File: src/rtl/pme_pkg.sv
package pme_pkg;
  localparam int unsigned PAGE_BASE_LOG2 = 2;  // smallest page: 4 words

  function automatic logic [1:0] word_shift(input logic [1:0] dsz);
    return (dsz == 2'd3) ? 2'd2 : dsz;
  endfunction

  function automatic logic [3:0] page_shift(input logic [1:0] psz, input logic [1:0] dsz);
    return {2'b00, psz} + 4'(PAGE_BASE_LOG2) + {2'b00, word_shift(dsz)};
  endfunction
endpackage

File: src/rtl/pme_hit_detect.sv
module pme_hit_detect #(
  parameter int unsigned AW = 32
) (
  input  logic [AW-1:0] cur_addr_i,
  input  logic [AW-1:0] prev_addr_i,
  input  logic          prev_valid_i,
  input  logic [1:0]    psz_i,
  input  logic [1:0]    dsz_i,
  output logic          hit_o
);
  import pme_pkg::*;

  localparam logic [AW-1:0] ONE = {{(AW-1){1'b0}}, 1'b1};

  logic [AW-1:0] step;
  logic [AW-1:0] diff;
  logic [3:0]    sh;
  logic          seq;
  logic          same_page;

  always_comb begin
    step      = ONE << word_shift(dsz_i);
    sh        = page_shift(psz_i, dsz_i);
    diff      = cur_addr_i ^ prev_addr_i;
    seq       = (cur_addr_i == (prev_addr_i + step));
    same_page = ((diff >> sh) == '0);
    hit_o     = prev_valid_i && seq && same_page;
  end
endmodule

File: src/rtl/pme_wait_timer.sv
module pme_wait_timer #(
  parameter int unsigned WW = 4
) (
  input  logic          clk_i,
  input  logic          rst_ni,
  input  logic          start_i,
  input  logic [WW-1:0] load_i,
  output logic          busy_o,
  output logic          done_o
);
  logic [WW-1:0] cnt_q;
  logic          busy_q;
  logic          done_q;

  always_ff @(posedge clk_i or negedge rst_ni) begin
    if (!rst_ni) begin
      cnt_q  <= '0;
      busy_q <= 1'b0;
      done_q <= 1'b0;
    end else if (start_i) begin
      cnt_q  <= load_i;
      busy_q <= 1'b1;
      done_q <= 1'b0;
    end else if (busy_q) begin
      if (cnt_q == '0) begin
        busy_q <= 1'b0;
        done_q <= 1'b1;  // pulse one cycle after expiry
      end else begin
        cnt_q <= cnt_q - 1'b1;
      end
    end else begin
      done_q <= 1'b0;
    end
  end

  assign busy_o = busy_q;
  assign done_o = done_q;
endmodule

File: src/rtl/pme_ctrl.sv
module pme_ctrl #(
  parameter int unsigned AW = 32,
  parameter int unsigned WW = 4
) (
  input  logic          clk_i,
  input  logic          rst_ni,
  input  logic          en_i,
  input  logic [1:0]    psz_i,
  input  logic [1:0]    dsz_i,
  input  logic [WW-1:0] init_wait_i,
  input  logic [WW-1:0] page_wait_i,
  input  logic          req_valid_i,
  input  logic [AW-1:0] req_addr_i,
  input  logic          req_last_i,
  output logic          req_ready_o,
  output logic [AW-1:0] ext_addr_o,
  output logic          strobe_o,
  output logic          ack_o,
  output logic          page_hit_o
);
  logic          busy;
  logic          done;
  logic          accept;
  logic          hit;
  logic          idle;
  logic [WW-1:0] wait_sel;
  logic [AW-1:0] addr_q;
  logic          prev_valid_q;
  logic          seq_active_q;
  logic          last_q;
  logic          hit_q;

  assign idle        = !busy && !done;
  assign req_ready_o = en_i && idle;
  assign accept      = req_valid_i && req_ready_o;
  assign wait_sel    = hit ? page_wait_i : init_wait_i;

  pme_hit_detect #(.AW(AW)) u_hit (
    .cur_addr_i  (req_addr_i),
    .prev_addr_i (addr_q),
    .prev_valid_i(prev_valid_q),
    .psz_i       (psz_i),
    .dsz_i       (dsz_i),
    .hit_o       (hit)
  );

  pme_wait_timer #(.WW(WW)) u_timer (
    .clk_i  (clk_i),
    .rst_ni (rst_ni),
    .start_i(accept),
    .load_i (wait_sel),
    .busy_o (busy),
    .done_o (done)
  );

  always_ff @(posedge clk_i or negedge rst_ni) begin
    if (!rst_ni) begin
      addr_q       <= '0;
      prev_valid_q <= 1'b0;
      seq_active_q <= 1'b0;
      last_q       <= 1'b0;
      hit_q        <= 1'b0;
    end else if (accept) begin
      addr_q       <= req_addr_i;
      prev_valid_q <= 1'b1;
      seq_active_q <= 1'b1;
      last_q       <= req_last_i;
      hit_q        <= hit;
    end else if ((done && last_q) || (!en_i && idle)) begin
      // sequence closed: release strobe, forget page history
      prev_valid_q <= 1'b0;
      seq_active_q <= 1'b0;
      last_q       <= 1'b0;
      hit_q        <= 1'b0;
    end
  end

  assign ext_addr_o = addr_q;
  assign strobe_o   = seq_active_q;
  assign ack_o      = done;
  assign page_hit_o = hit_q;
endmodule

File: config.mk
export PLATFORM = sky130hd
export DESIGN_NAME = pme_ctrl
export DESIGN_NICKNAME = d
export VERILOG_FILES = /design/src/rtl/pme_pkg.sv /design/src/rtl/pme_hit_detect.sv /design/src/rtl/pme_wait_timer.sv /design/src/rtl/pme_ctrl.sv
export SDC_FILE = /design/constraint.sdc
export NUM_CORES = 1
export LEC_CHECK = 0
export ABC_AREA = 1
export BUFFER_PORTS_ARGS = -buffer_cell sky130_fd_sc_hd__buf_2
export CAP_MARGIN = 40
export CORE_AREA = 2 2 90 92
export DETAILED_ROUTE_END_ITERATION = 10
export DIE_AREA = 0 0 92 94
export MAX_ROUTING_LAYER = met4
export PLACE_DENSITY = 0.84
export SYNTH_ARGS = -nofsm -noshare
export SYNTH_HDL_FRONTEND = slang
export SYNTH_HIERARCHICAL = 1
export SYNTH_SLANG_ARGS = --single-unit
export TNS_END_PERCENT = 10
File: constraint.sdc
create_clock -name clk_i -period 3.9 [get_ports clk_i]
set_input_delay 0.78 -clock clk_i [delete_from_list [all_inputs] [get_ports clk_i]]
set_output_delay 0.78 -clock clk_i [all_outputs]
set_load 0.1 [all_outputs]
# Word level (Yosys, flattened, before mapping)
# Index checks and enable logic that the tools add are counted.
[op_classes]
n_addsub = 4
n_mul = 0
div = 0
n_lt_le_gt_ge = 0
eq_ne = 4
n_shift = 2
muxes = 15
n_bitwise = 1
reduce_logical = 16
[op_table]
columns = ["operator", "n"]
rows = [
  ["32-bit adder", 1],
  ["32-bit == test", 1],
  ["32-bit logical NOT", 1],
  ["1-bit by 2-bit left shift with 32-bit output (first input constant)", 1],
  ["32-bit by 4-bit right shift with 32-bit output", 1],
  ["32-bit bitwise XOR", 1],
  ["4-bit two-way mux", 4],
  ["1-bit two-way mux", 10],
  ["1-bit logical AND", 7],
  ["4-bit by 2-bit adder with 4-bit output", 1],
  ["4-bit logical NOT", 1],
  ["2-bit nonzero test", 2],
  ["4-bit by 1-bit subtractor with 4-bit output (second input constant)", 1],
  ["2-bit by 2-bit adder with 3-bit output (second input constant)", 1],
  ["1-bit logical NOT", 3],
  ["3-bit != test (second input constant)", 1],
  ["2-bit == test (second input constant)", 1],
  ["2-bit two-way mux", 1],
  ["2-bit != test (second input constant)", 1],
  ["2-bit AND reduction", 1],
  ["1-bit logical OR", 1],
]
[totals]
ff_bits = 41
latch_bits = 0
ram_bits = 0
romBits = 0
in_bits = 49
output_inout_bits = 36
word_cells = 49
n_memories = 0

# Depth between registers and ports, before layout
[depth]
ltp_word = 9
ltp_mapped = 25
depth_no_buf = 23

# Hierarchy
# Netlist, hierarchy kept.
[by_module_without_submodules]
columns = ["mod", "instances", "cells_each", "area_each_um2", "seq_area_each_um2"]
rows = [
  ["pme_hit_detect", 1, 595, 2745.1, 0.0],
  ["pme_ctrl", 1, 176, 1567.8, 875.8],
  ["pme_wait_timer", 1, 54, 362.8, 150.1],
]

# Worst setup path before layout
# Ideal clock, no wire load.
[synth_timing]
path_kind = "reg-to-output"
from = "reg u_timer.done_q (netlist: u_timer/done_o)"
to = "out req_ready_o"
arrival_ps = 2571
required_ps = 3120
slack_ps = 549
path_stages_with_launch = 5
path_buffers = 1
path_cell_list = "dfrtp_1 -> nor2_8 -> buf_4 -> inv_2 -> nor2_1"
[synth_via]
elab_chain_cells = 3
[synth_lines]
columns = ["item", "line_no", "rtl"]
rows = [
  ["start: declaration", "pme_wait_timer.sv:13", "logic done_q;"],
  ["start signal: assignment", "pme_wait_timer.sv:19", "done_q <= 1'b0;"],
  ["start signal: assignment", "pme_wait_timer.sv:23", "done_q <= 1'b0;"],
  ["start signal: assignment", "pme_wait_timer.sv:27", "done_q <= 1'b1;"],
  ["1-bit logical NOT", "pme_ctrl.sv:33", "assign idle = !busy && !done;"],
  ["1-bit logical AND", "pme_ctrl.sv:33", ""],
  ["1-bit logical AND", "pme_ctrl.sv:34", "assign req_ready_o = en_i && idle;"],
  ["end: declaration", "pme_ctrl.sv:15", "output logic req_ready_o,"],
]
# No other way between the ends.

# Worst setup path in the final report
[layout_timing]
from = "in dsz_i[1]"
to = "reg u_timer.cnt_q[0]"
[layout_via]
elab_chain_cells = 9
word_cells_on_any_way = 12
classes_between = "add/sub (2); eq/ne (2); shift (2); mux (3); reduce/logical (3)"
[layout_lines]
columns = ["item", "line_no", "rtl"]
rows = [
  ["start: declaration", "pme_ctrl.sv:9", "input logic [1:0] dsz_i,"],
  ["2-bit == test", "pme_pkg.sv:5", "return (dsz == 2'd3) ? 2'd2 : dsz;"],
  ["2-bit two-way mux *", "pme_pkg.sv:5", ""],
  ["1-bit by 2-bit left shift with 32-bit output", "pme_hit_detect.sv:22", "step = ONE << word_shift(dsz_i);"],
  ["32-bit adder", "pme_hit_detect.sv:25", "seq = (cur_addr_i == (prev_addr_i + step));"],
  ["32-bit == test", "pme_hit_detect.sv:25", ""],
  ["1-bit logical AND", "pme_hit_detect.sv:27", "hit_o = prev_valid_i && seq && same_page;"],
  ["1-bit logical AND *", "pme_hit_detect.sv:27", ""],
  ["via hit", "pme_ctrl.sv:24", "logic hit;"],
  ["4-bit two-way mux *", "pme_ctrl.sv:36", "assign wait_sel = hit ? page_wait_i : init_wait_i;"],
  ["via wait_sel[0]", "pme_ctrl.sv:26", "logic [WW-1:0] wait_sel;"],
  ["4-bit two-way mux *", "pme_wait_timer.sv:20", "end else if (start_i) begin"],
  ["end signal: assignment", "pme_wait_timer.sv:21", "cnt_q <= load_i;"],
  ["end signal: assignment", "pme_wait_timer.sv:29", "cnt_q <= cnt_q - 1'b1;"],
  ["end: declaration", "pme_wait_timer.sv:11", "logic [WW-1:0] cnt_q;"],
]
# The timed path passes the listed nets; every way through them passes the cells marked *.
# A chain may end at the register's enable or synchronous reset.

==> key figures <==
Outcome
  – Status: completed

Worst setup path
  – Crit. End Element: flip-flop
  – Crit path max fanout: 10
  – Reg2reg start: ext_addr_o[0]$_DFFE_PN0P_
  – CP Launch Type: primary input
  – Worst R2R Setup Slack: about 0.7 ns
  – Critical path class: in2reg
  – Critical Path Start: dsz_i[1]
  – Reg-to-Reg End: u_timer/cnt_q[0]$_DFFE_PN0P_
  – Worst r2r path cells: 22
  – Worst endpoint required time: ~4.2 ns
  – Crit path DAT: about 3.7 ns
  – CP endpoint: u_timer/cnt_q[0]$_DFFE_PN0P_

Power and ir drop
  – P per Cell Area: a little over 900 mW/mm²
  – Sequential share of power: 20.2%
  – Combinational power share: approximately 72%
  – Clock power share: under 10%
  – Cell Int Power: roughly 1.6 mW
  – Design Power: roughly 4.8 mW
  – VDD IR max: roughly 0.84 mV
  – Switching share of power: about two thirds
  – Leakage: around 3.0 nW
  – Switching power: 3.22 mW

Min path
  – Hold Path Class: in2async

Synthesis
  – Net count after synthesis: just under 900
  – Primary FF master, synth: dfrtp_1
  – Synth top area cells: nand2_1 27%, dfrtp_1 22%, nand3_1 12%
  – Yosys top cell area share: a little over a quarter
  – EDFF count, synth: 0
  – Syn Area/Cell: approximately 5.7 µm²
  – Sequential fraction of the synthesis area: around 22%
  – Gate Count Post-Synth: between 800 and 900
  – Unique masters post-synth: 37
  – Yosys warnings: 6
  – Syn Std Cell Area: around 0.0047 mm²
  – Largest area contributor in the netlist: nand2_1
  – Synthesized flop and latch total: between 40 and 50
  – Post-synth ARST share: 100%

Finish
  – Multi-input gate area: 0.00311 mm²
  – FF+latch area: ~0.0010 mm²
  – Ant. Diodes: 0
  – Most frequent cells in the layout: 339 x nand2_1, 112 x nand3_1, 98 x inv_1
  – Area delta synth->final: 12.7%
  – Non-filler cells, final: 1002
  – Net count, final: about 960
  – FILL cells: around 700
  – Layout cells sized above 1: about 15%
  – Commonest non-fill, non-tap cell in the layout: nand2_1

Route
  – DRC: 0
  – Detailed Route Iter0 Violations: between 400 and 500
  – TritonRoute pass-1 iters: 6
  – Routed len/inst: 14.9 µm
  – Via count: between 5k and 6k
  – Final antenna-violating net count: 0
  – Drt via density: ~5.6
  – Total Wirelength: 14900 µm

STA
  – Final setup viols: 0
  – Endpoints failing hold: 0
  – Final min period: 3.46 ns
  – Actual slew at the worst max-slew pin: approximately 0.58 ns
  – Max Clock Freq: a little under 300 MHz
  – Final Hold Slack: 0.354 ns
  – Unrepaired setup endpoints after global routing: false
  – Clock skew: 0.00624 ns
  – Setup TNS: 0 ns
  – Slew HR: 61.1%
  – Final-report max-slew violation count: 0
  – Period utilisation layout: between 80% and 90%
  – Worst setup margin: between 0.4 and 0.5 ns

GRT
  – Total GRT Usage: between 30% and 40%
  – GR Overflow Total: 0
  – Initial antenna violation count: 0
  – First-pass GRT wire length: around 24000 µm
  – Number of global-route vias before repair: roughly 5.3k
  – Largest net degree at the start of global routing: 38

Placed design
  – GPL Wtd Cong: between 0.9 and 1
  – Dpl cells: around 990
  – Port Buffers: 84
  – Post-DP HPWL: approximately 11000 µm
  – Setup slack at placement: between 0.15 and 0.2 ns

Clock network
  – Post-CTS Setup Bufs: 0
  – Root Buffer: clkbuf_8
  – CTS buffer count: 5
  – CTS max path bufs: 2
  – Clock sinks: ~40
  – CTS resizes: 0
  – Htree depth: 2
  – Cts hold-fix bufs: 0
  – Register clock-pin slew on the reported worst setup and hold paths: approximately 0.1 ns
  – Clk_lat worst skew: approximately 0.31 ns
  – TritonCTS clock tree: yes

Floorplan
  – Placeable Area: roughly 0.0076 mm²
  – Die area: 0.00865 mm²
  – Die W: 92 µm
  – Num rows: 32
  – I/O Pins: 85
  – Die height: about 94 µm
  – Initial Util: roughly three fifths

Job
  – Max_cap viols: 0
-- worst min path at each step --
stage	startpoint	endpoint	cells past startpoint	slack (ns)
floorplan	u_timer/cnt_q[0]$_DFFE_PN0P_	u_timer/cnt_q[0]$_DFFE_PN0P_	2	0.46
global placement	u_timer/cnt_q[0]$_DFFE_PN0P_	u_timer/cnt_q[0]$_DFFE_PN0P_	2	0.48
detailed placement	u_timer/cnt_q[1]$_DFFE_PN0P_	u_timer/cnt_q[1]$_DFFE_PN0P_	2	0.49
CTS	rst_ni	ext_addr_o[8]$_DFFE_PN0P_	1	0.36
global route	rst_ni	ext_addr_o[7]$_DFFE_PN0P_	1	0.36
finish	rst_ni	ext_addr_o[8]$_DFFE_PN0P_	1	0.35
-- Yosys cell counts (8+ instances only) --
master / count
nor3_1: 8
nand2_2: 9
inv_1: 98
xor2_1: 14
ha_1: 9
o21ai_0: 20
buf_2: 17
nand4_1: 42
nand2_1: 339
nor2_1: 54
nand3_1: 112
dfrtp_1: 41
-- area by class of cell --
cell class,instances,share of cell area [%]
Clock inverter,2,0.736
Inverter,105,7.48
Multi-Input combinational cell,653,59.0
Timing Repair Buffer,93,9.50
Sequential cell,41,19.5
Tap cell,102,2.42
Clock buffer,6,1.38
-- power groups by stage --
stage	clock network [mW]	logic, mW	registers [mW]
finish	0.369	3.44	0.965
global route	0.391	3.70	1.00
CTS	0.372	3.41	0.955
detailed placement	0	3.39	0.961
global placement	0	3.33	0.950
floorplan	0	1.46	2.21
-- worst max-delay path, cell delays in order --
cell	delay, ns
buf_2	0.12
inv_1	0.05
ha_1	0.26
inv_1	0.04
ha_1	0.19
ha_1	0.45
clkinv_1	0.33
nand2_1	0.15
nand3_1	0.10
nand2_1	0.07
nand2_1	0.05
nor2_1	0.10
nand2_1	0.07
nand2_1	0.06
nand2_1	0.05
nor2_1	0.16
buf_4	0.19
nand2_1	0.06
o21ai_0	0.07
nand2_1	0.08
o21ai_0	0.10
nand3_1	0.10
nand2_1	0.07
-- flip-flops by register name, summed over array words and instances, names as in the netlist --
name and count:
strobe_o 1, u_timer/busy_o 1, u_timer/cnt_q 4, last_q 1, u_timer/done_o 1, ext_addr_o 32
page_hit_o 1
-- per-stage QoR --
step	instance area (µm²)	util [%]
after global routing	5270	69.3
after global placement	5140	67.5
after CTS	5270	69.3
after floorplan	4680	-
after detailed placement	5160	67.8
final	5270	69.3
-- metal layers --
layer	part of all wire, %	GRT usage, %
met1	42	42.1
met2	49	64.1
met3	6.0	4.33
met4	2.9	11.6
met5	0	-
-- logic make-up after synthesis --
| logic type | Yosys count | synth area share [%] |
|---|---|---|
| adder cells (fa/ha/maj) | 10 | 2.84 |
| buffers and inverters | 131 | 11.5 |
| flip-flops | 41 | 21.9 |
| other | 1 | 0.0802 |
| XOR/XNOR | 19 | 3.56 |
| AND/OR/NAND/NOR | 593 | 56.6 |
| AO/OA/AOI/OAI | 30 | 3.48 |
Power figures use the tool's default switching activity.
